==> src/rtl/idhdr_pkg.sv <==
package idhdr_pkg;

    localparam int HDR_LEN     = 32;
    localparam int ADDR_W      = $clog2(HDR_LEN);
    localparam int BYTE_W      = 8;
    localparam int FIELD_BYTES = 8;            // addresses 1..8 carry fields
    localparam logic [BYTE_W-1:0] MAGIC  = 8'hDB;
    localparam logic [15:0]       EXP_ID = 16'hFFFF;

    typedef enum logic [1:0] {
        ST_RUN   = 2'd0,
        ST_DONE  = 2'd1,
        ST_ABORT = 2'd2
    } pstate_t;

    typedef struct packed {
        logic [15:0]        id;
        logic [15:0]        io;
        logic signed [15:0] ofs0;
        logic signed [15:0] ofs1;
    } hdr_fields_t;

    // raw holds the byte of address k at bits [8*(k-1) +: 8]
    function automatic hdr_fields_t pack_fields(input logic [FIELD_BYTES*BYTE_W-1:0] raw);
        hdr_fields_t f;
        f.id   = {raw[15:8],  raw[7:0]};
        f.io   = {raw[31:24], raw[23:16]};
        f.ofs0 = {raw[47:40], raw[39:32]};
        f.ofs1 = {raw[63:56], raw[55:48]};
        return f;
    endfunction

endpackage

==> src/rtl/idhdr_seq.sv <==
module idhdr_seq
    import idhdr_pkg::*;
(
    input  logic              clk,
    input  logic              rst,
    input  logic              start,
    input  logic              byte_vld,
    input  logic [ADDR_W-1:0] byte_addr,
    output logic              take,
    output logic              last,
    output logic              err_seq
);
    localparam logic [ADDR_W-1:0] LAST_ADDR = ADDR_W'(HDR_LEN - 1);

    pstate_t           st_q;
    logic [ADDR_W-1:0] next_q;
    logic              live, bad;

    assign live = byte_vld && !start && (st_q == ST_RUN);
    assign take = live && (byte_addr == next_q);
    assign bad  = live && (byte_addr != next_q);
    assign last = take && (byte_addr == LAST_ADDR);

    always_ff @(posedge clk) begin
        if (rst || start) begin
            st_q    <= ST_RUN;
            next_q  <= '0;
            err_seq <= 1'b0;
        end else if (bad) begin
            st_q    <= ST_ABORT;
            err_seq <= 1'b1;
        end else if (take) begin
            if (last) st_q   <= ST_DONE;
            else      next_q <= next_q + 1'b1;
        end
    end
endmodule

==> src/rtl/idhdr_sum.sv <==
module idhdr_sum
    import idhdr_pkg::*;
(
    input  logic              clk,
    input  logic              rst,
    input  logic              start,
    input  logic              take,
    input  logic              last,
    input  logic [ADDR_W-1:0] byte_addr,
    input  logic [BYTE_W-1:0] byte_data,
    output logic              done,
    output logic              err_magic,
    output logic              err_sum,
    output logic              hdr_ok
);
    logic [BYTE_W-1:0] acc_q, acc_nx;

    assign acc_nx = acc_q + byte_data;

    always_ff @(posedge clk) begin
        if (rst || start) begin
            acc_q     <= '0;
            done      <= 1'b0;
            err_magic <= 1'b0;
            err_sum   <= 1'b0;
            hdr_ok    <= 1'b0;
        end else begin
            done <= 1'b0;
            if (take) begin
                acc_q <= acc_nx;
                if (byte_addr == '0 && byte_data != MAGIC)
                    err_magic <= 1'b1;
                if (last) begin
                    done    <= 1'b1;
                    err_sum <= (acc_nx != '0);
                    hdr_ok  <= (acc_nx == '0) && !err_magic;
                end
            end
        end
    end
endmodule

==> src/rtl/idhdr_cap.sv <==
module idhdr_cap
    import idhdr_pkg::*;
(
    input  logic                          clk,
    input  logic                          rst,
    input  logic                          start,
    input  logic                          take,
    input  logic [ADDR_W-1:0]             byte_addr,
    input  logic [BYTE_W-1:0]             byte_data,
    output logic [FIELD_BYTES*BYTE_W-1:0] raw
);
    for (genvar g = 0; g < FIELD_BYTES; g++) begin : g_byte
        logic [BYTE_W-1:0] q;
        always_ff @(posedge clk) begin
            if (rst || start)
                q <= '0;
            else if (take && byte_addr == ADDR_W'(g + 1))
                q <= byte_data;
        end
        assign raw[g*BYTE_W +: BYTE_W] = q;
    end
endmodule

==> src/rtl/idhdr_parser.sv <==
module idhdr_parser
    import idhdr_pkg::*;
(
    input  logic              clk,
    input  logic              rst,
    input  logic              start,
    input  logic              byte_vld,
    input  logic [ADDR_W-1:0] byte_addr,
    input  logic [BYTE_W-1:0] byte_data,
    output logic              done,
    output logic              hdr_ok,
    output logic [15:0]       board_id,
    output logic [15:0]       io_dir,
    output logic [15:0]       ofs0,
    output logic [15:0]       ofs1,
    output logic              err_magic,
    output logic              err_sum,
    output logic              err_seq,
    output logic              exp_rx
);
    logic                          take, last;
    logic [FIELD_BYTES*BYTE_W-1:0] raw;
    hdr_fields_t                   f;

    idhdr_seq u_seq (
        .clk(clk), .rst(rst), .start(start), .byte_vld(byte_vld),
        .byte_addr(byte_addr), .take(take), .last(last), .err_seq(err_seq)
    );

    idhdr_sum u_sum (
        .clk(clk), .rst(rst), .start(start), .take(take), .last(last),
        .byte_addr(byte_addr), .byte_data(byte_data), .done(done),
        .err_magic(err_magic), .err_sum(err_sum), .hdr_ok(hdr_ok)
    );

    idhdr_cap u_cap (
        .clk(clk), .rst(rst), .start(start), .take(take),
        .byte_addr(byte_addr), .byte_data(byte_data), .raw(raw)
    );

    assign f        = pack_fields(raw);
    assign board_id = hdr_ok ? f.id   : 16'h0000;
    assign io_dir   = hdr_ok ? f.io   : 16'h0000;
    assign ofs0     = hdr_ok ? f.ofs0 : 16'h0000;
    assign ofs1     = hdr_ok ? f.ofs1 : 16'h0000;
    assign exp_rx   = hdr_ok && (f.id == EXP_ID);
endmodule

==> config.mk <==
export PLATFORM = sky130hd
export DESIGN_NAME = idhdr_parser
export DESIGN_NICKNAME = d
export VERILOG_FILES = /design/src/rtl/idhdr_pkg.sv /design/src/rtl/idhdr_seq.sv /design/src/rtl/idhdr_sum.sv /design/src/rtl/idhdr_cap.sv /design/src/rtl/idhdr_parser.sv
export SDC_FILE = /design/constraint.sdc
export NUM_CORES = 1
export LEC_CHECK = 0
export BUFFER_PORTS_ARGS = -buffer_cell sky130_fd_sc_hd__buf_2
export CAP_MARGIN = 20
export CORE_UTILIZATION = 57
export CTS_BUF_LIST = sky130_fd_sc_hd__clkbuf_4 sky130_fd_sc_hd__clkbuf_8
export CTS_CLUSTER_DIAMETER = 120
export DETAILED_ROUTE_END_ITERATION = 6
export PLACE_DENSITY = 0.91
export SETUP_SLACK_MARGIN = 0.15
export SLEW_MARGIN = 20
export SYNTH_ARGS = -nofsm -noshare
export SYNTH_HDL_FRONTEND = slang
export SYNTH_SLANG_ARGS = --single-unit
==> constraint.sdc <==
create_clock -name clk -period 2.74 [get_ports clk]
set_clock_uncertainty 0.05 [all_clocks]
set_input_delay 0.274 -clock clk [delete_from_list [all_inputs] [get_ports clk]]
set_output_delay 0.274 -clock clk [all_outputs]
set_load 0.005 [all_outputs]
======== Word-level counts from Yosys, hierarchy flattened ========
Cells that the tools add are included.
word-level totals
  register bits after elaboration ......... 84
  bits in latches ......................... 0
  RAM bits ................................ 0
  bits in read-only memories .............. 0
  bits of input ports ..................... 17
  output and inout port bits .............. 70
  logic and storage cells ................. 74
  memories ................................ 0
cells by class
  add/subtract/negate cells ............... 2
  multipliers ............................. 0
  divide/modulo/power cells ............... 0
  $lt $le $gt $ge ......................... 0
  equality and inequality tests ........... 13
  shifts and indexed selects .............. 0
  multiplexer cells ....................... 8
  bitwise operators ....................... 3
  reductions and logical operators ........ 31
operator list
  cell                                                  count
  two-way mux 16 bit                                    4
  equality test 5 x 3 -> 1 bit (second input constant)  4
  equality test 16 bit (second input constant)          1
  logical AND 1 bit                                     16
  equality test 5 x 2 -> 1 bit (second input constant)  2
  adder 8 bit                                           1
  logical NOT 8 bit                                     1
  != test 8 bit (second input constant)                 1
  nonzero test 8 bit                                    1
  two-way mux 2 bit                                     3
  AND reduction 2 bit                                   3
  adder 5 x 1 -> 5 bit (second input constant)          1
  equality test 5 x 1 -> 1 bit (second input constant)  1
  equality test 5 x 4 -> 1 bit (second input constant)  1
  equality test 5 bit                                   1
  equality test 5 bit (second input constant)           1
  logical NOT 5 bit                                     1
  != test 5 bit                                         1
  nonzero test 2 bit                                    2
  OR reduction 2 bit                                    2
  inverter 1 bit                                        3
  AND reduction 3 bit                                   1
  logical NOT 1 bit                                     2
  logical NOT 2 bit                                     1
  other kinds (2)                                       2

======== Longest topological paths before layout ========
  depth after elaboration ................. 8
  gate-level depth with buffers ........... 8
  gate-level depth less buffers ........... 8

======== By module ========
Synthesis repeated with hierarchy kept, for this count alone.
second synthesis, totals
  cells, all modules ...................... 440
  area, all modules ....................... 4083.9 µm²
by module, submodules not included
  module        instances  cells an instance  area each (µm²)  seq. area each (µm²)
  idhdr_cap     1          223                2376.0           1281.2
  idhdr_sum     1          90                 782.0            240.2
  idhdr_parser  1          76                 478.0            0.0
  idhdr_seq     1          51                 447.9            160.2

======== Worst setup path before layout ========
No wires, ideal clock.
  kind .................................... in2reg
  start ................................... input port byte_data[1]
  end ..................................... register u_sum.hdr_ok
  library setup time ...................... 117 ps
  arrival time ............................ 1959 ps
  required time ........................... 2573 ps
  setup slack ............................. 614 ps
  stages on the path ...................... 8
  path buffers ............................ 1
  cell sequence ........................... clkbuf_1 inv_1 fa_1 nand2b_1 a2111o_1 o211ai_1 nor4_1 a22o_1
between the ends
  cells in the longest elaborated chain, start to end .. 3
RTL lines
  what                    RTL line           text
  start: declaration      idhdr_parser.sv:9  input logic [BYTE_W-1:0] byte_data,
  adder 8 bit             idhdr_sum.sv:18    assign acc_nx = acc_q + byte_data;
  logical NOT 8 bit       idhdr_sum.sv:36    hdr_ok <= (acc_nx == '0) && !err_magic;
  logical AND 1 bit       idhdr_sum.sv:36
  end signal: assignment  idhdr_sum.sv:36
  end: declaration        idhdr_sum.sv:14    output logic hdr_ok
Every way passes these cells.
A chain may end at the register's enable or synchronous reset.

======== Final worst setup path ========
  start ................................... register u_sum.acc_q[0]
  end ..................................... register u_sum.hdr_ok
between the ends
  cells in the longest elaborated chain, start to end .. 3
RTL lines
  what                      RTL line         text
  start: declaration        idhdr_sum.sv:16  logic [BYTE_W-1:0] acc_q, acc_nx;
  start signal: assignment  idhdr_sum.sv:30  acc_q <= acc_nx;
  adder 8 bit               idhdr_sum.sv:18
  logical NOT 8 bit         idhdr_sum.sv:36
  logical AND 1 bit         idhdr_sum.sv:36
Every way passes these cells.

==> results.md <==
- Status: finished clean
- Final Hold Viols: 0
- Filler cells: 529
- Global route overflow: 0
- Number of diodes: 0
- CP Launch Type: flop
- Crit-path cells: ha_1, inv_1, fa_1, nand2b_1, a2111o_1, o211ai_1, nor4_1, a22o_1
- RSZ-0062 raised after global routing: no
- H-tree depth: 3
- Share of layout cells above drive strength 1: 23.3%
- Final Slew Violations: 0
- Leakage: 2.45 nW
- Switching Fraction: 26.1%
- DR vias/cell: 5.59
- Slack of the worst reg-to-reg path: 540 ps
- Worst-Margin Slew: 671 ps
- Seq/Total Area, Yosys: between 40 and 50%
- Largest area contributor in the netlist: dfxtp_1
- Synth top area share: between 40% and 50%
- Total GRT Usage: between 20 and 30%
- Dpl ws: roughly 480 ps
- Root Driver: clkbuf_8
- Total number of vias: 3509
- CTS buffer count: 9
- Clock-pin slew on the worst setup and hold paths: roughly 90 ps
- Final TNS setup: 0 ps
- #FFs+latches synth: between 80 and 90
- Crit. End Element: flop
- Core ar.: slightly below 7000 um^2
- Hold buffers post-CTS: 0
- Synthesized instance count: roughly 450
- Largest net degree at the start of global routing: 55
- Post-CTS setup buffers: 0
- Predominant post-synthesis flop cell: dfxtp_1
- Routability cong.: about 0.90
- Synthesis-to-finish area growth: 15.5%
- Clk pwr share: between 30% and 40%
- Drc violations: 0
- Worst path max stage delay: 440 ps
- Distinct cell type count after synthesis: 52
- Placed Instances: around 600
- Post-layout min period: 2200 ps
- Synthesized area per cell: between 9 and 10 um^2
- Detailed placement HPWL: 6890 um
- Combinational Power Share: under 10%
- Wire length per cell: 16.1 um
- Vias in the first global route: approximately 3300
- First-pass GRT wire length: ~16000 um
- Worst path bufs/invs: 1
- DP Area: roughly 4600 um^2
- Critical Path Fanout Max: 3
- Critical path class: reg2reg
- Asr flop ratio synth: 0%
- WP data required: between 2000 and 3000 ps
- Syn_nets: about 480
- Clk_lat worst skew: 370 ps
- P per Cell Area: approximately 460 nW/um^2
- CP startpoint: u_sum.acc_q[0]$_SDFFE_PP0P_
- Port bufs: 86
- CP top delay family: compound AO/OA/AOI/OAI gates
- Final #Nets: roughly 550
- DR pass1 iterations: 5
- Fin util: between 60% and 70%
- Initial antenna violation count: 0
- Crit path DAT: approximately 2400 ps
- Initial detailed-routing violation count: 246
- Antenna Nets Post-Route: 0
- Register share of total power: around 56%
- Final period utilization: 80.3%
- CTS tree: yes
- Die Span Y: approximately 90 um
- Post-Layout Cell Count: 628
- Upper clock frequency limit: between 400 and 500 MHz
- Max stage delay cell, worst path: fa_1
- Number of synthesized flops with an enable pin: 0
- Most frequent cell after synthesis: dfxtp_1
- Synth top cells by count: dfxtp_1, nor2_1, and2_1, mux2i_1, clkbuf_1
- Worst path setup slack after routing: 541 ps
- Die Span X: about 88 um
- Die footprint: 7660 um^2
- Min-Delay Path Class: in2reg
- Final setup fails: 0
- Hold Crit Start: rst
- Number of gates resized after cts: 0
- Area contributors post-synth: dfxtp_1, mux2i_1, and2_1
- R2R Path Start: u_sum.acc_q[0]$_SDFFE_PP0P_
- Max_slew headroom: a little under three fifths
- Site Rows: 30
- Internal power: 1.62 mW
- Routed WL: about 10000 um
- Initial core utilization: 60.0%
- Mapped cell area: ~4200 um^2
- Synthesis Warnings: 0
- # IOs: 87
- Clk buf depth: 2
- Design area: roughly 4800 um^2
- Sink Count: 84
- Maximum VDD drop: ~0.27 mV
- Max_cap viols: 0
- NetSw: about 570 uW
## metal layers
metal	wire length (um)	track usage, %	share of wire (%)	vias up
li1	-	-	-	1684
met1	4250	32.3	42	1650
met2	4970	45.4	49	150
met3	640	6.73	6.3	25
met4	233	14.5	2.3	0
met5	0	0	0	-
## cell families (layout without fill, tap and decap cells)
kind of cell    Yosys count  count (layout)  share of synthesized area (%)
fa+ha+maj                 9               9                           2.88
buf+inv                  33             113                           3.66
flops                    84              84                           40.3
mux                      65              65                           15.6
xor+xnor                 10              10                           2.10
compound gates           36              36                           5.64
simple gates            215             215                           29.8
## worst register-to-register path, stage by stage, from the launching register on
cell and delay [ps]:
dfxtp_1 330, ha_1 180, inv_1 70, fa_1 440, nand2b_1 210, a2111o_1 380, o211ai_1 160, nor4_1 80
a22o_1 210
## cells in the final DEF, fill, tap and decap left out, types with 3 or more instances in the layout
cell type,Yosys,routed
nor2b_1,5,5
buf_4,0,6
inv_1,5,5
and3_1,3,3
ha_1,8,8
clkbuf_8,0,10
nand2_1,16,16
buf_2,4,86
nand4_4,7,7
dfxtp_1,84,84
a211oi_1,3,3
nor2_1,81,81
a21oi_1,15,15
mux2i_1,65,65
and2_1,66,66
nor3_1,4,4
xnor2_1,8,8
o21ai_0,5,5
nand4_1,5,5
nand3_1,7,7
## power groups by stage
| stage | Sequential [mW] | Clock, mW | Combinational (mW) |
|---|---|---|---|
| detailed placement | 1.25 | 0 | 0.131 |
| CTS | 1.22 | 0.839 | 0.131 |
| finish | 1.22 | 0.836 | 0.134 |
| floorplan | 1.25 | 0 | 0.0864 |
| global route | 1.22 | 0.886 | 0.142 |
| global placement | 1.25 | 0 | 0.124 |
## state kept, by name (all words and copies together) (netlist names)
register         count
u_cap.g_byte.q      64
u_sum.acc_q          8
u_seq.next_q         5
u_seq.st_q           2
u_seq.err_seq        1
u_sum.done           1
u_sum.err_magic      1
u_sum.err_sum        1
u_sum.hdr_ok         1
## worst paths after layout
path                                                    end  cells after the start
worst max-delay path              u_sum.hdr_ok$_SDFFE_PP0P_                      8
worst min-delay path             u_sum.err_sum$_SDFFE_PP0P_                      4
worst max register to register    u_sum.hdr_ok$_SDFFE_PP0P_                      8
worst min register to register  u_sum.acc_q[6]$_SDFFE_PP0P_                      2
## metrics by stage
stage / power, mW / hold WS, ps
floorplan: 1.34 / 390
global placement: 1.37 / 396
detailed placement: 1.38 / 406
CTS: 2.19 / 164
global route: 2.25 / 198
finish: 2.19 / 172
## cell type report
cell class	count	area (um^2)	share of cell area, %
clock buffer	10	138	2.86
tap	96	120	2.49
clock inverter	6	46.3	0.962
multi-input combinational	335	2330	48.5
timing repair buffer	92	475	9.88
sequential	84	1680	34.9
inverter	5	18.8	0.390
(Power assumes the default switching activity.)
